--- src/rtl/uart_efr_pkg.sv ---
package uart_efr_pkg;

    localparam int DW = 8;
    localparam int AW = 3;
    localparam int NEXT = 3;               // number of protected registers

    localparam logic [DW-1:0] ACCESS_KEY = 8'hBF;
    localparam int            ENH_BIT    = 4;

    localparam logic [AW-1:0] A_IER = 3'd1;
    localparam logic [AW-1:0] A_FCR = 3'd2;
    localparam logic [AW-1:0] A_LCR = 3'd3;
    localparam logic [AW-1:0] A_MCR = 3'd4;

    localparam logic [DW-1:0] IER_XMASK = 8'hF0;
    localparam logic [DW-1:0] FCR_XMASK = 8'h30;
    localparam logic [DW-1:0] MCR_XMASK = 8'hE0;
    localparam logic [DW-1:0] IIR_XMASK = 8'h30;
    localparam logic [DW-1:0] EFR_WMASK = 8'h3F;

    // packed in protected-register index order: 0 ier, 1 fcr, 2 mcr
    localparam logic [NEXT*DW-1:0] XMASKS = {MCR_XMASK, FCR_XMASK, IER_XMASK};

    typedef enum logic [2:0] {
        SEL_NONE,
        SEL_IER,
        SEL_FCR_IIR,
        SEL_EFR,
        SEL_LCR,
        SEL_MCR
    } sel_e;

    typedef struct packed {
        logic            efr_we;
        logic            lcr_we;
        logic [NEXT-1:0] ext_we;
    } wr_strobe_t;

    function automatic logic [DW-1:0] merge_locked(
        input logic [DW-1:0] cur,
        input logic [DW-1:0] nxt,
        input logic [DW-1:0] mask,
        input logic          unlock
    );
        return unlock ? nxt : ((nxt & ~mask) | (cur & mask));
    endfunction

endpackage

--- src/rtl/uart_efr_decode.sv ---
module uart_efr_decode
    import uart_efr_pkg::*;
(
    input  logic                  clk,
    input  logic                  rst,
    input  logic [AW-1:0]         addr,
    input  logic                  we,
    input  logic [DW-1:0]         lcr,
    output sel_e                  sel,
    output wr_strobe_t            stb
);

    logic keyed;
    assign keyed = (lcr == ACCESS_KEY);

    always_comb begin
        unique case (addr)
            A_IER:   sel = SEL_IER;
            A_FCR:   sel = keyed ? SEL_EFR : SEL_FCR_IIR;
            A_LCR:   sel = SEL_LCR;
            A_MCR:   sel = SEL_MCR;
            default: sel = SEL_NONE;
        endcase
    end

    always_comb begin
        stb           = '0;
        stb.efr_we    = we && (sel == SEL_EFR);
        stb.lcr_we    = we && (sel == SEL_LCR);
        stb.ext_we[0] = we && (sel == SEL_IER);
        stb.ext_we[1] = we && (sel == SEL_FCR_IIR);
        stb.ext_we[2] = we && (sel == SEL_MCR);
    end

    AST_STB_ONEHOT: assert property (@(posedge clk) disable iff (rst)
        $onehot0({stb.efr_we, stb.lcr_we, stb.ext_we})) else $error("strobe");
    AST_EFR_KEYED: assert property (@(posedge clk) disable iff (rst)
        stb.efr_we |-> (lcr == ACCESS_KEY)) else $error("efr key");

endmodule

--- src/rtl/uart_efr_ext_reg.sv ---
module uart_efr_ext_reg
    import uart_efr_pkg::*;
#(
    parameter logic [DW-1:0] XMASK = 8'h00
) (
    input  logic          clk,
    input  logic          rst,
    input  logic          we,
    input  logic          unlock,
    input  logic [DW-1:0] wdata,
    output logic [DW-1:0] q
);

    always_ff @(posedge clk) begin
        if (rst)
            q <= '0;
        else if (we)
            q <= merge_locked(q, wdata, XMASK, unlock);
    end

    AST_EXT_HOLD: assert property (@(posedge clk) disable iff (rst)
        (we && !unlock) |=> ((q & XMASK) == ($past(q) & XMASK))) else $error("hold");
    AST_BASE_WRITE: assert property (@(posedge clk) disable iff (rst)
        we |=> ((q & ~XMASK) == ($past(wdata) & ~XMASK))) else $error("base");
    AST_EXT_OPEN: assert property (@(posedge clk) disable iff (rst)
        (we && unlock) |=> (q == $past(wdata))) else $error("open");
    AST_IDLE_STABLE: assert property (@(posedge clk) disable iff (rst)
        !we |=> $stable(q)) else $error("idle");

endmodule

--- src/rtl/uart_efr_read_mux.sv ---
module uart_efr_read_mux
    import uart_efr_pkg::*;
(
    input  sel_e                  sel,
    input  logic [DW-1:0]         efr,
    input  logic [DW-1:0]         lcr,
    input  logic [NEXT-1:0][DW-1:0] ext_q,
    input  logic [DW-1:0]         core_iir,
    output logic [DW-1:0]         rdata
);

    logic [DW-1:0] iir_view;
    assign iir_view = efr[ENH_BIT] ? core_iir : (core_iir & ~IIR_XMASK);

    always_comb begin
        unique case (sel)
            SEL_IER:     rdata = ext_q[0];
            SEL_FCR_IIR: rdata = iir_view;
            SEL_EFR:     rdata = efr;
            SEL_LCR:     rdata = lcr;
            SEL_MCR:     rdata = ext_q[2];
            default:     rdata = '0;
        endcase
    end

endmodule

--- src/rtl/uart_efr_gate.sv ---
module uart_efr_gate
    import uart_efr_pkg::*;
(
    input  logic          clk,
    input  logic          rst,
    input  logic [2:0]    host_addr,
    input  logic [7:0]    host_wdata,
    input  logic          host_we,
    output logic [7:0]    host_rdata,
    input  logic [7:0]    core_iir,
    output logic [7:0]    efr_q,
    output logic [7:0]    lcr_q,
    output logic [7:0]    ier_q,
    output logic [7:0]    fcr_q,
    output logic [7:0]    mcr_q
);

    sel_e                     sel;
    wr_strobe_t               stb;
    logic [NEXT-1:0][DW-1:0]  ext_q;
    logic                     unlock;

    uart_efr_decode u_dec (
        .clk  (clk),
        .rst  (rst),
        .addr (host_addr),
        .we   (host_we),
        .lcr  (lcr_q),
        .sel  (sel),
        .stb  (stb)
    );

    always_ff @(posedge clk) begin
        if (rst) begin
            efr_q <= '0;
            lcr_q <= '0;
        end else begin
            if (stb.efr_we) efr_q <= host_wdata & EFR_WMASK;
            if (stb.lcr_we) lcr_q <= host_wdata;
        end
    end

    assign unlock = efr_q[ENH_BIT];

    for (genvar g = 0; g < NEXT; g++) begin : g_ext
        uart_efr_ext_reg #(.XMASK(XMASKS[g*DW +: DW])) u_reg (
            .clk    (clk),
            .rst    (rst),
            .we     (stb.ext_we[g]),
            .unlock (unlock),
            .wdata  (host_wdata),
            .q      (ext_q[g])
        );
    end

    assign ier_q = ext_q[0];
    assign fcr_q = ext_q[1];
    assign mcr_q = ext_q[2];

    uart_efr_read_mux u_rmux (
        .sel      (sel),
        .efr      (efr_q),
        .lcr      (lcr_q),
        .ext_q    (ext_q),
        .core_iir (core_iir),
        .rdata    (host_rdata)
    );

    AST_RST_CLEAR: assert property (@(posedge clk)
        rst |=> (efr_q == 8'h00 && ier_q == 8'h00 && fcr_q == 8'h00 && mcr_q == 8'h00)) else $error("rst");
    AST_EFR_TOP_ZERO: assert property (@(posedge clk) disable iff (rst)
        efr_q[7:6] == 2'b00) else $error("efr top");
    AST_EFR_UNKEYED: assert property (@(posedge clk) disable iff (rst)
        (host_we && host_addr == A_FCR && lcr_q != ACCESS_KEY) |=> $stable(efr_q)) else $error("unkeyed");
    AST_IIR_MASKED: assert property (@(posedge clk) disable iff (rst)
        (host_addr == A_FCR && lcr_q != ACCESS_KEY && !efr_q[ENH_BIT]) |-> host_rdata[5:4] == 2'b00) else $error("iir");
    AST_KEYED_READ: assert property (@(posedge clk) disable iff (rst)
        (host_addr == A_FCR && lcr_q == ACCESS_KEY) |-> host_rdata == efr_q) else $error("keyed read");

endmodule

--- config.mk ---
export PLATFORM = sky130hd
export DESIGN_NAME = uart_efr_gate
export DESIGN_NICKNAME = d
export VERILOG_FILES = /design/src/rtl/uart_efr_pkg.sv /design/src/rtl/uart_efr_decode.sv /design/src/rtl/uart_efr_ext_reg.sv /design/src/rtl/uart_efr_read_mux.sv /design/src/rtl/uart_efr_gate.sv
export SDC_FILE = /design/constraint.sdc
export NUM_CORES = 1
export LEC_CHECK = 0
export BUFFER_PORTS_ARGS = -buffer_cell sky130_fd_sc_hd__buf_2
export CORE_ASPECT_RATIO = 0.75
export CORE_UTILIZATION = 53
export CTS_BUF_LIST = sky130_fd_sc_hd__clkbuf_16
export DETAILED_ROUTE_END_ITERATION = 8
export PLACE_DENSITY_LB_ADDON = 0.05
export SETUP_SLACK_MARGIN = 0.1
export SLEW_MARGIN = 40
export SYNTH_ARGS = -nofsm -noshare
export SYNTH_HDL_FRONTEND = slang
export SYNTH_SLANG_ARGS = --single-unit
--- constraint.sdc ---
create_clock -name clk -period 3.51 [get_ports clk]
set_input_delay 1.053 -clock clk [delete_from_list [all_inputs] [get_ports clk]]
set_output_delay 1.053 -clock clk [all_outputs]
set_load 0.1 [all_outputs]
* Word level (Yosys, flattened, before mapping)
Cells that the tools add are included.
** Word-level totals
- Bits of input ports :: 22
- Flip-flop bits (word level) :: 38
- Word-level logic and storage cells :: 30
** Operators by class
- Bitwise logic cells :: 3
- Muxes and demuxes :: 7
- Reduce and logical (&&, ||, !) cells :: 5
- Equality and inequality tests :: 10
** Operator list (number)
- one-hot mux 8 bit (5 select lines) :: 1
- two-way mux 8 bit :: 3
- == test 3 x 2 -> 1 bit (second input constant) :: 4
- one-hot mux 3 bit (4 select lines) :: 1
- == test 3 bit (second input constant) :: 3
- == test 8 bit (second input constant) :: 1
- bitwise OR 4 x 8 -> 8 bit :: 1
- bitwise OR 5 x 8 -> 8 bit :: 1
- bitwise OR 8 x 6 -> 8 bit :: 1
- == test 3 x 1 -> 1 bit (second input constant) :: 2
- two-way mux 6 bit :: 1
- logical AND 1 bit :: 5
- two-way mux 1 bit :: 1

* Depth between registers and ports, before layout
Gate-level depths: netlist (run 1).
- Word-level depth :: 5
- Mapped depth :: 5
- Depth with buffers taken out :: 3

* Cells and area by module
From an unflattened synthesis (run 1), not the netlist that was laid out.
** Second synthesis, totals
- Cells, all modules :: 192
- Area, all modules :: 1919.3 um2
** Modules (own cells, without submodules)
- uart_efr_gate :: area an instance 515.5 um2, times used 1, cells an instance 48, seq. area each 280.3 um2
- uart_efr_read_mux :: area an instance 337.8 um2, times used 1, cells an instance 41, seq. area each 0.0 um2
- uart_efr_ext_reg (g_ext[0].u_reg) :: area an instance 329.1 um2, times used 1, cells an instance 31, seq. area each 160.2 um2
- uart_efr_ext_reg (g_ext[2].u_reg) :: area an instance 311.5 um2, times used 1, cells an instance 29, seq. area each 160.2 um2
- uart_efr_ext_reg (g_ext[1].u_reg) :: area an instance 305.3 um2, times used 1, cells an instance 28, seq. area each 160.2 um2
- uart_efr_decode :: area an instance 120.1 um2, times used 1, cells an instance 15, seq. area each 0.0 um2

* Least setup slack after synthesis (run 1)
No wires, ideal clock.
- Path type :: input to output
- Start :: input port host_addr[0]
- End :: output port host_rdata[4]
- Stages on the path :: 5
- Setup slack :: -915 ps
- Required time :: 2457 ps
- Path buffers :: 2
- Arrival :: 3372 ps
- Cell sequence :: buf_4 > nor3b_4 > buf_6 > nand2_1 > o221ai_1
** Between the ends
- Word-level cells in the longest chain between the ends :: 4
- Elaborated cells on any way between the ends :: 11
** Ends and longest elaborated chain
- start: declaration :: RTL line uart_efr_gate.sv:6 : input logic [2:0] host_addr,
- == test 3 bit, or another cell as far along :: RTL line uart_efr_decode.sv:17 : unique case (addr)
- one-hot mux 3 bit (4 select lines) (*) :: RTL line uart_efr_decode.sv:17
- == test 3 bit, or another cell as far along :: RTL line uart_efr_read_mux.sv:16 : unique case (sel)
- one-hot mux 8 bit (5 select lines) (*) :: RTL line uart_efr_read_mux.sv:16
- end: declaration :: RTL line uart_efr_gate.sv:9 : output logic [7:0] host_rdata,
Mark *: on every way between the ends. The rest lies on a longest branch, timed or not.

* Worst setup path in the final report (run 1)
- Start :: input port host_addr[1]
- End :: output port host_rdata[5]
The elaborated chain is that of the path after synthesis.

==> results.yml, run 1 <==
outcome:
  run_status: "completed"
power:
  power.clock.fraction_pct: 45.2
  pwr_density_cell_nw_per_um2: 419
  p_comb_share_pct: 14.6
  leakage_nw: 1.18
  p_sw_share_pct: 26.1
  pwr-share-seq_pct: 40.2
  power.switching_mw: 0.287
  worst_ir_drop_vdd_mv: 0.341
  internal_power_mw: 0.812
yosys:
  yosys.area_share.simple_pct: 26.7
  post_synth.cell_area_avg_um2: 8.88
  ys_ff_latch: 38
  synth_xor_xnor_area_share_pct: 0
  main_combinational_cell_family_by_area_after_synthesis: "simple AND/OR/NAND/NOR gates"
  synth.lib_cells_used.distinct: 34
  synth-edff-count: 0
  yosys_most_used_dff: "sky130_fd_sc_hd__dfxtp_1"
  adder_cell_fraction_of_synth_area_pct: 0
  synth.cell_area_um2: 1970
  async_flop_share_pct: 0
  synth_seq_area_share_pct: 38.6
  synth.mux.area_fraction_pct: 13.5
  postSynthCellCount: 222
  synthesis.yosys.warnings: 0
  compound_cell_area_share_of_the_yosys_netlist_pct: 14.6
routing:
  final_routed_wirelength_across_all_metal_layers_um: 5110
  drt_antenna_net_count: 0
  dr_total_vias: 1839
  drt-wirelength-per-cell_um: 15.3
  drt_pass1_iterations: 5
  drt_first_iter_violations: 151
  remaining_drc_errors: 0
  detail_route.vias_per_cell: 5.49
setup_path:
  worst-endpoint-arrival_ns: 2.28
  worst_r2r_startpoint: "lcr_q[7]"
  path_class: "in -> out"
  critical_path_startpoint: "host_addr[1]"
  critical_path_peak_fanout: 12
  timing.critical_path.from_type: "input pin"
  cp.required_ns: 2.46
  critical_path.endpoint_type: "output port"
hold_path:
  hp-class: "reg -> reg"
  hold_path.startpoint: "g_ext[1].u_reg.q[6]"
sta:
  final-hold-violation-count: 0
  max_slew.worst_pin.slew_ns: 0.687
  finalSetupViolations: 0
  finalWorstPathRequiredPeriod_ns: 3.33
  period_share_pct: 95.0
  fmax_mhz: 300
  final_max_slew_viol_count: 0
  fin_skew_ns: 0.00429
  rsz0062_at_grt: "false"
  setup-tns-final_ns: 0
  max_slew_margin_pct: 54.2
final_layout:
  fillerInstances: 283
  post_route_cells_drive_above_1_share_pct: 33.3
  areaGrowthSynthToFinish_pct: 33.2
  fin_nets: 306
  antenna_cells_inserted: 0
  final_cells: 335
place:
  globalplace.congestion: 0.772
  dp.cells: 323
  place_hpwl_um: 3670
  place.port_buffers: 67
clock_tree:
  clkLatencyLatePin_ns: 0.28
  cts_hold_buf: 0
  numCtsBuffers: 5
  clock_slew_at_the_register_clock_pins_of_the_worst_setup_and_hold_paths_ns: 0.06
  htree_num_levels: 2
  tritoncts: "yes"
  ctsLongestPathBuffers: 2
  clock-root-buffer: "sky130_fd_sc_hd__clkbuf_16"
  clkSinkCount: 38
die:
  effective_utilization_at_floorplan_pct: 57.6
  rows: 18
  io-pin-count: 70
  fp.dieH_um: 54.8
  core_area_um2: 3420
  die_area_um2: 3970
  floorplan.die.width_um: 72.4
global_routing:
  grt_start_max_net_pins: 47
  groute.usage.overall_pct: 27.2
  grt.overflow.total: 0
  number_of_global_route_vias_before_repair: 1612
  grt_first_pass_wirelength_um: 7810
  grt_antenna_before_repair: 0
flow_run:
  max_capacitance_violation_count: 0
-- cell type report --
| class | instances | area (µm²) | share of cell area (%) |
|---|---|---|---|
| clock buffer | 5 | 125 | 4.77 |
| clock inverter | 3 | 37.5 | 1.43 |
| inverter | 2 | 7.51 | 0.286 |
| multi-input combinational | 162 | 1100 | 41.9 |
| sequential | 38 | 761 | 29.0 |
| tap | 50 | 62.6 | 2.38 |
| timing repair buffer | 75 | 532 | 20.3 |
-- cells by family (layout without fill, tap and decap cells) --
logic type	Yosys count	after routing
other cells	1	2
flops	38	38
mux	26	26
simple gates	90	90
buf+inv	23	85
compound gates	44	44
-- timing repair --
item	in CTS	in global routing
endpoints found under the setup margin	0	5
resized for setup	0	5
buffers inserted	0	4
-- cell usage in the layout, fill, tap and decap left out, types with 3 or more instances in the layout --
| cell type | instances |
|---|---|
| sky130_fd_sc_hd__nand3_1 | 8 |
| sky130_fd_sc_hd__clkbuf_16 | 7 |
| sky130_fd_sc_hd__a22oi_1 | 5 |
| sky130_fd_sc_hd__buf_12 | 6 |
| sky130_fd_sc_hd__nand2_1 | 32 |
| sky130_fd_sc_hd__nand4_1 | 6 |
| sky130_fd_sc_hd__buf_4 | 7 |
| sky130_fd_sc_hd__buf_2 | 58 |
| sky130_fd_sc_hd__and4b_1 | 3 |
| sky130_fd_sc_hd__a21oi_1 | 21 |
| sky130_fd_sc_hd__mux2_2 | 4 |
| sky130_fd_sc_hd__nand4b_1 | 3 |
| sky130_fd_sc_hd__dfxtp_1 | 38 |
| sky130_fd_sc_hd__o21ai_0 | 7 |
| sky130_fd_sc_hd__nand2b_1 | 23 |
| sky130_fd_sc_hd__mux2i_1 | 21 |
| sky130_fd_sc_hd__inv_1 | 4 |
| sky130_fd_sc_hd__o211ai_1 | 5 |
| sky130_fd_sc_hd__nor2_1 | 7 |
-- power groups by stage --
stage | Sequential [mW] | Clock (mW) | Combinational (mW)
after floorplan | 0.491 | 0 | 0.0804
after global placement | 0.451 | 0 | 0.155
after detailed placement | 0.451 | 0 | 0.156
after CTS | 0.442 | 0.500 | 0.157
after global routing | 0.443 | 0.518 | 0.168
final | 0.442 | 0.497 | 0.160
-- layer usage --
metal | up-vias | track usage [%] | part of all wire (%)
li1 | 909 | - | -
met1 | 857 | 35.5 | 46
met2 | 63 | 44.7 | 46
met3 | 10 | 5.52 | 5.7
met4 | 0 | 10.8 | 1.7
met5 | - | 0 | 0
-- final timing paths --
kind                                            end  slack, ns  depth (start not counted)
worst max-delay path                  host_rdata[5]       0.18                          7
worst min-delay path            g_ext[1].u_reg.q[6]       0.47                          2
worst max register to register             efr_q[4]       2.04                          3
worst min register to register  g_ext[1].u_reg.q[6]       0.47                          2
-- flip-flops by register name, indices dropped and copies added (netlist names) --
name,cells
g_ext.u_reg.q,24
lcr_q,8
efr_q,6
-- worst max-delay path, stage by stage --
cell	delay (ns)
sky130_fd_sc_hd__clkbuf_4	0.17
sky130_fd_sc_hd__nor3b_4	0.25
sky130_fd_sc_hd__buf_6	0.18
sky130_fd_sc_hd__buf_4	0.13
sky130_fd_sc_hd__nand4_1	0.08
sky130_fd_sc_hd__o211ai_1	0.15
sky130_fd_sc_hd__clkbuf_16	0.25
-- stage by stage --
| stage | power [mW] | instance area [µm²] | util [%] | setup WS [ns] | hold slack, ns |
|---|---|---|---|---|---|
| floorplan | 0.571 | 2000 | - | -0.782 | 0.672 |
| global placement | 0.607 | 2410 | 70.5 | 0.153 | 0.458 |
| detailed placement | 0.607 | 2410 | 70.5 | 0.123 | 0.465 |
| CTS | 1.10 | 2570 | 75.2 | 0.117 | 0.474 |
| global route | 1.13 | 2630 | 76.7 | 0.100 | 0.489 |
| finish | 1.10 | 2630 | 76.7 | 0.177 | 0.471 |
-- synthesized netlist by cell type, types with 2 or more instances --
| master | instances | area [µm²] |
|---|---|---|
| sky130_fd_sc_hd__o21ai_0 | 7 | 35.0 |
| sky130_fd_sc_hd__a21oi_1 | 21 | 105 |
| sky130_fd_sc_hd__a221o_1 | 2 | 20.0 |
| sky130_fd_sc_hd__o211ai_1 | 5 | 37.5 |
| sky130_fd_sc_hd__buf_2 | 5 | 25.0 |
| sky130_fd_sc_hd__a22oi_1 | 5 | 37.5 |
| sky130_fd_sc_hd__and4b_1 | 3 | 30.0 |
| sky130_fd_sc_hd__nand4b_1 | 3 | 26.3 |
| sky130_fd_sc_hd__mux2i_1 | 21 | 210 |
| sky130_fd_sc_hd__mux2_2 | 4 | 45.0 |
| sky130_fd_sc_hd__nand2_1 | 32 | 120 |
| sky130_fd_sc_hd__clkbuf_1 | 9 | 33.8 |
| sky130_fd_sc_hd__buf_4 | 5 | 37.5 |
| sky130_fd_sc_hd__nor2_1 | 7 | 26.3 |
| sky130_fd_sc_hd__nand4_1 | 6 | 37.5 |
| sky130_fd_sc_hd__dfxtp_1 | 38 | 761 |
| sky130_fd_sc_hd__inv_1 | 2 | 7.51 |
| sky130_fd_sc_hd__nand3_1 | 8 | 40.0 |
| sky130_fd_sc_hd__buf_6 | 2 | 22.5 |
| sky130_fd_sc_hd__nand2b_1 | 23 | 144 |
(Power assumes the default switching activity.)
==> inputs of run 2 (changes only) <==
--- a/config.mk
+++ b/config.mk
@@ -6,9 +6,8 @@
 export NUM_CORES = 1
 export LEC_CHECK = 0
 export BUFFER_PORTS_ARGS = -buffer_cell sky130_fd_sc_hd__buf_2
-export CORE_ASPECT_RATIO = 0.75
+export CORE_ASPECT_RATIO = 1.4
 export CORE_UTILIZATION = 53
-export CTS_BUF_LIST = sky130_fd_sc_hd__clkbuf_16
 export DETAILED_ROUTE_END_ITERATION = 8
 export PLACE_DENSITY_LB_ADDON = 0.05
 export SETUP_SLACK_MARGIN = 0.1
==> results.yml, run 2 (synthesized netlist as in run 1, its figures left out) <==
outcome:
  run_status: "completed"
sta:
  setup-tns-final_ns: 0
  finalSetupViolations: 0
  max_slew_margin_pct: 53.5
  max_slew.worst_pin.slew_ns: 0.697
  fin_skew_ns: 0.00414
  fmax_mhz: 300
  worst_slack_ns: 0.182
  worst_hold_slack_ns: 0.471
  final_max_slew_viol_count: 0
  rsz0062_at_grt: "false"
  final-hold-violation-count: 0
  period_share_pct: 94.8
  finalWorstPathRequiredPeriod_ns: 3.33
clock_tree:
  htree_num_levels: 2
  cts_hold_buf: 0
  postCtsSetupBuffers: 0
  tritoncts: "yes"
  clkLatencyLatePin_ns: 0.29
  post_cts_resized: 0
  clock_slew_at_the_register_clock_pins_of_the_worst_setup_and_hold_paths_ns: 0.07
  clkSinkCount: 38
  numCtsBuffers: 5
  ctsLongestPathBuffers: 2
  clock-root-buffer: "sky130_fd_sc_hd__clkbuf_8"
routing:
  detail_route.vias_per_cell: 5.58
  drt_pass1_iterations: 4
  drt_first_iter_violations: 48
  drt_antenna_net_count: 0
  drt-wirelength-per-cell_um: 15.6
  final_routed_wirelength_across_all_metal_layers_um: 4990
  remaining_drc_errors: 0
  dr_total_vias: 1787
hold_path:
  hp-class: "reg -> reg"
  hold_path.startpoint: "g_ext[1].u_reg.q[6]"
  whs_path_depth: 2
setup_path:
  ff2ff_path_depth: 3
  worst-endpoint-arrival_ns: 2.27
  largest_delay_contributor_family_on_the_critical_path: "buffers and inverters"
  reg2reg_end: "efr_q[0]"
  crit_slowest_cell: "sky130_fd_sc_hd__o211ai_1"
  worst_r2r_startpoint: "lcr_q[4]"
  critical_path.cell_chain: "buf_2 > nor3b_4 > buf_6 > nand2_1 > o211ai_1 > buf_12"
  path_class: "in -> out"
  rrSetupSlack_ns: 2.09
  critical_path_startpoint: "host_addr[1]"
  critical_path_peak_fanout: 13
  timing.critical_path.from_type: "input pin"
  cp-endpoint: "host_rdata[1]"
  critical_path.endpoint_type: "output port"
  critical_path.max_stage_delay_ns: 0.30
  worst-path-buf-inv: 3
  cp.required_ns: 2.46
  cp.depth: 6
final_layout:
  flip_flop_count_of_the_largest_register_all_copies_and_words_added: 24
  layout.cells.most_common_list: "sky130_fd_sc_hd__buf_2 (59), sky130_fd_sc_hd__dfxtp_1 (38), sky130_fd_sc_hd__nand2_1 (32), sky130_fd_sc_hd__nand2b_1 (23)"
  post_route_cells_drive_above_1_share_pct: 32.9
  areaGrowthSynthToFinish_pct: 28.6
  fillerInstances: 281
  largest_register: "g_ext.u_reg.q"
  fin_nets: 302
  largest_registers_ranked_by_flip_flop_count: "g_ext.u_reg.q x24, lcr_q x8, efr_q x6"
  antenna_cells_inserted: 0
  final_common_cell: "sky130_fd_sc_hd__buf_2"
global_routing:
  grt_antenna_before_repair: 0
  grt.overflow.total: 0
  grt_first_pass_wirelength_um: 7910
  number_of_global_route_vias_before_repair: 1653
  grt_start_max_net_pins: 47
  groute.usage.overall_pct: 27.6
die:
  die_area_um2: 3970
  io-pin-count: 70
  effective_utilization_at_floorplan_pct: 56.8
  fp.dieH_um: 74.2
  rows: 25
  floorplan.die.width_um: 53.5
  core_area_um2: 3470
place:
  place.port_buffers: 67
  globalplace.congestion: 0.812
  place_hpwl_um: 3750
  post-place-ws_ns: 0.148
power:
  leakage_nw: 1.13
  pwr_density_cell_nw_per_um2: 385
  worst_ir_drop_vdd_mv: 0.356
  design_power_total_mw: 0.975
flow_run:
  max_capacitance_violation_count: 0
[run 2: cell count changes in the layout (fill, tap and decap cells not counted), sizes merged]
cell,previous run,this run
inv,4,2
buf,72,71
clkbuf,8,6
[run 2: final cells by class]
class	instances	area, µm²	area share, %
tap	40	50.0	1.98
multi-input combinational	162	1100	43.5
clock inverter	1	30.0	1.19
timing repair buffer	71	502	19.8
inverter	2	7.51	0.296
clock buffer	6	82.6	3.26
sequential	38	761	30.0
[run 2: worst min-delay path by stage]
stage                               end  slack (ns)
floorplan                      efr_q[4]        0.67
global placement    g_ext[1].u_reg.q[6]        0.46
detailed placement  g_ext[1].u_reg.q[6]        0.46
CTS                 g_ext[1].u_reg.q[6]        0.48
global route        g_ext[2].u_reg.q[2]        0.50
finish              g_ext[1].u_reg.q[6]        0.47
[run 2: tightest hold or removal path, cell delays in order, from the launching register on]
cell and delay (ns):
sky130_fd_sc_hd__dfxtp_1 0.31, sky130_fd_sc_hd__nand2b_1 0.06, sky130_fd_sc_hd__mux2i_1 0.06
[run 2: layer usage]
| metal | GRT usage [%] | routed length [µm] | part of all wire, % |
|---|---|---|---|
| met5 | 0 | 0 | 0 |
| met4 | 12.0 | 97 | 1.9 |
| met3 | 6.75 | 211 | 4.2 |
| met2 | 45.7 | 2540 | 51 |
| met1 | 33.4 | 2140 | 43 |
[run 2: report_power, final]
group | switching, mW | internal (mW)
Clock | 0.147 | 0.227
Combinational | 0.115 | 0.0444
Sequential | 0.00480 | 0.437
Total | 0.267 | 0.708
[run 2: through the flow]
stage | std cells | cell area, µm² | util, %
final | 320 | 2530 | 73.0
after global routing | 320 | 2530 | 73.0
after CTS | 320 | 2520 | 72.7
after detailed placement | 313 | 2410 | 69.5
after global placement | 313 | 2410 | 69.5
after floorplan | 223 | 2000 | -
==> inputs of run 3 (changes only) <==
--- a/config.mk
+++ b/config.mk
@@ -5,13 +5,14 @@
 export SDC_FILE = /design/constraint.sdc
 export NUM_CORES = 1
 export LEC_CHECK = 0
-export BUFFER_PORTS_ARGS = -buffer_cell sky130_fd_sc_hd__buf_2
 export CORE_ASPECT_RATIO = 1.4
-export CORE_UTILIZATION = 53
+export CORE_UTILIZATION = 28
 export DETAILED_ROUTE_END_ITERATION = 8
+export DONT_BUFFER_PORTS = 1
 export PLACE_DENSITY_LB_ADDON = 0.05
 export SETUP_SLACK_MARGIN = 0.1
 export SLEW_MARGIN = 40
 export SYNTH_ARGS = -nofsm -noshare
 export SYNTH_HDL_FRONTEND = slang
+export SYNTH_HIERARCHICAL = 1
 export SYNTH_SLANG_ARGS = --single-unit
==> results.yml, run 3 <==
global_routing:
  groute.usage.overall_pct: 16.8
  grt_use_met2_pct: 29.2
  grt_first_pass_wirelength_um: 9270
  met1_usage_pct: 20.3
  globalRoute.busiestLayer: "met2"
  grt.overflow.total: 0
  grt_use_met3_pct: 4.32
  number_of_global_route_vias_before_repair: 1713
  grt_antenna_before_repair: 0
  grt_start_max_net_pins: 39
final_layout:
  flip_flop_count_of_the_largest_register_all_copies_and_words_added: 24
  post_route_cells_drive_above_1_share_pct: 44.9
  design_area_um2: 2800
  layout.cells.most_common_list: "sky130_fd_sc_hd__buf_4 (47), sky130_fd_sc_hd__mux2i_1 (34), sky130_fd_sc_hd__nor2_1 (29), sky130_fd_sc_hd__dfxtp_1 (29), sky130_fd_sc_hd__nand3_1 (10)"
  largest_registers_ranked_by_flip_flop_count: "g_ext.u_reg/q x24, lcr_q x8, efr_q x6"
  final_common_cell: "sky130_fd_sc_hd__buf_4"
  largest_register: "g_ext.u_reg/q"
  areaGrowthSynthToFinish_pct: 45.8
  fin_util_pct: 42.3
  antenna_cells_inserted: 0
  fin_nets: 264
  final_cells: 335
setup_path:
  rrSetupSlack_ns: 1.85
  cp.required_ns: 2.46
  path_class: "in -> out"
  critical_path.endpoint_type: "output port"
  reg2reg_end: "efr_q[2]"
  critical_path_startpoint: "host_addr[0]"
  ff2ff_path_depth: 5
  worst_r2r_startpoint: "lcr_q[3]"
  worst-endpoint-arrival_ns: 2.69
  cp-endpoint: "host_rdata[6]"
  timing.critical_path.from_type: "input pin"
  critical_path_peak_fanout: 13
yosys:
  yosys_most_used_dff: "sky130_fd_sc_hd__dfxtp_1"
  postSynthCellCount: 192
  synthDominantCellAreaShare_pct: 39.6
  synth.cell_area_um2: 1920
  synth_seq_area_share_pct: 39.6
  post_synth.cell_area_avg_um2: 10.0
  synth.lib_cells_used.distinct: 40
  ys_ff_latch: 38
  synth_largest_area_cell: "sky130_fd_sc_hd__dfxtp_1"
  synthTopCellsByCount: "sky130_fd_sc_hd__dfxtp_1 (38), sky130_fd_sc_hd__mux2i_1 (37), sky130_fd_sc_hd__nor2_1 (29)"
  async_flop_share_pct: 0
  netlist_top_cells_area: "sky130_fd_sc_hd__dfxtp_1 (40%), sky130_fd_sc_hd__mux2i_1 (19%), sky130_fd_sc_hd__nor2_1 (5.7%)"
  yosysMostFrequentCell: "sky130_fd_sc_hd__dfxtp_1"
  synthesis.yosys.warnings: 6
  synth-edff-count: 0
routing:
  final_routed_wirelength_across_all_metal_layers_um: 5780
  detail_route.vias_per_cell: 4.88
  drt_antenna_net_count: 0
  remaining_drc_errors: 0
  dr_total_vias: 1636
  drt-wirelength-per-cell_um: 17.2
  drt_pass1_iterations: 4
  drt_first_iter_violations: 60
sta:
  final-hold-violation-count: 0
  worst_slack_ns: -0.236
  setup-tns-final_ns: -1.57
  final_max_slew_viol_count: 0
  max_slew.worst_pin.slew_ns: 0.536
  max_slew_margin_pct: 64.3
  period_share_pct: 107
  finalSetupViolations: 8
  worst_hold_slack_ns: 0.665
  fmax_mhz: 267
  fin_skew_ns: 0.00405
  rsz0062_at_grt: "true"
  finalWorstPathRequiredPeriod_ns: 3.75
clock_tree:
  clock_slew_at_the_register_clock_pins_of_the_worst_setup_and_hold_paths_ns: 0.08
  tritoncts: "yes"
  htree_num_levels: 2
  clkLatencyLatePin_ns: 0.29
  cts_hold_buf: 0
  ctsLongestPathBuffers: 2
  numCtsBuffers: 5
  clock-root-buffer: "sky130_fd_sc_hd__clkbuf_8"
  clkSinkCount: 38
die:
  core_area_um2: 6610
  die_area_um2: 7190
  io-pin-count: 70
  fp.dieH_um: 100
  floorplan.die.width_um: 72.0
  rows: 35
  effective_utilization_at_floorplan_pct: 29.0
power:
  leakage_nw: 1.02
  pwr_density_cell_nw_per_um2: 387
  power.clock.fraction_pct: 42.8
  pwr-share-seq_pct: 41.6
  p_comb_share_pct: 15.6
  power.switching_mw: 0.281
  p_sw_share_pct: 26.0
  internal_power_mw: 0.801
  worst_ir_drop_vdd_mv: 0.171
  design_power_total_mw: 1.08
place:
  place.port_buffers: 0
  post-place-ws_ns: -0.346
  globalplace.congestion: 0.822
  place_hpwl_um: 4460
  dp.cells: 326
  postPlaceCellArea_um2: 2590
hold_path:
  hp-class: "reg -> reg"
flow_run:
  max_capacitance_violation_count: 0
outcome:
  run_status: "complete, but fails checks"
  violations_in_the_final_reports: "negative setup slack"
==> run 3: cell types whose count changed in the layout (fill, tap and decap cells not counted), moves of 8 or more <==
cell | previous run | this run
sky130_fd_sc_hd__mux2i_1 | 21 | 34
sky130_fd_sc_hd__buf_2 | 59 | 0
sky130_fd_sc_hd__dfxtp_1 | 38 | 29
sky130_fd_sc_hd__a21oi_1 | 21 | 3
sky130_fd_sc_hd__a21bo_1 | 0 | 8
sky130_fd_sc_hd__dfxtp_2 | 0 | 9
sky130_fd_sc_hd__buf_4 | 2 | 47
sky130_fd_sc_hd__nor2_1 | 7 | 29
sky130_fd_sc_hd__nand2_1 | 32 | 1
sky130_fd_sc_hd__nand2b_1 | 23 | 1
==> run 3: how the worst min path moves through the flow <==
stage,cells after the start,start,to
2_1_floorplan,2,g_ext[1].u_reg/q[0],g_ext[1].u_reg/q[0]
3_3_place_gp,2,efr_q[4],g_ext[2].u_reg/q[7]
3_5_place_dp,2,efr_q[4],g_ext[2].u_reg/q[7]
4_1_cts,2,efr_q[4],g_ext[2].u_reg/q[7]
5_1_grt,2,efr_q[4],g_ext[2].u_reg/q[7]
6_report,2,efr_q[4],g_ext[2].u_reg/q[7]
==> run 3: repair_timing <==
item	4_1_cts	5_1_grt
setup endpoints to repair	8	8
pin swaps	0	0
gates resized for setup	12	0
setup buffers	1	0
==> run 3: logic make-up after synthesis <==
| family | count (synthesis) | synth area share (%) |
|---|---|---|
| compound gates | 38 | 15.6 |
| simple gates | 55 | 15.1 |
| other cells | 1 | 0.195 |
| flops | 38 | 39.6 |
| mux | 42 | 22.2 |
| buf+inv | 17 | 6.78 |
| xor+xnor | 1 | 0.456 |
==> run 3: worst max-delay path: stages <==
cell                      delay, ns
sky130_fd_sc_hd__or3b_4        0.39
sky130_fd_sc_hd__o32ai_4       0.27
sky130_fd_sc_hd__buf_12        0.18
sky130_fd_sc_hd__mux2_4        0.30
sky130_fd_sc_hd__a22oi_2       0.23
sky130_fd_sc_hd__o21ai_4       0.09
sky130_fd_sc_hd__buf_12        0.17
==> run 3: final cells by class <==
type / instances / area (µm²)
Sequential cell: 38 / 772
Inverter: 2 / 7.51
Tap cell: 92 / 115
Clock inverter: 2 / 60.1
Fill cell: 664 / 3810
Multi-Input combinational cell: 140 / 1250
Clock buffer: 6 / 82.6
Timing Repair Buffer: 55 / 513
==> run 3: power groups by stage <==
stage | clock, mW | sequential (mW) | combinational (mW)
after floorplan | 0 | 0.491 | 0.0960
after global placement | 0 | 0.460 | 0.160
after detailed placement | 0 | 0.461 | 0.161
after CTS | 0.475 | 0.450 | 0.170
after global routing | 0.493 | 0.451 | 0.177
final | 0.463 | 0.450 | 0.169
==> run 3: routing by layer <==
metal	vias up	wire (µm)
met4	0	33
met1	805	2480
li1	785	-
met2	44	2940
met5	-	0
met3	2	322
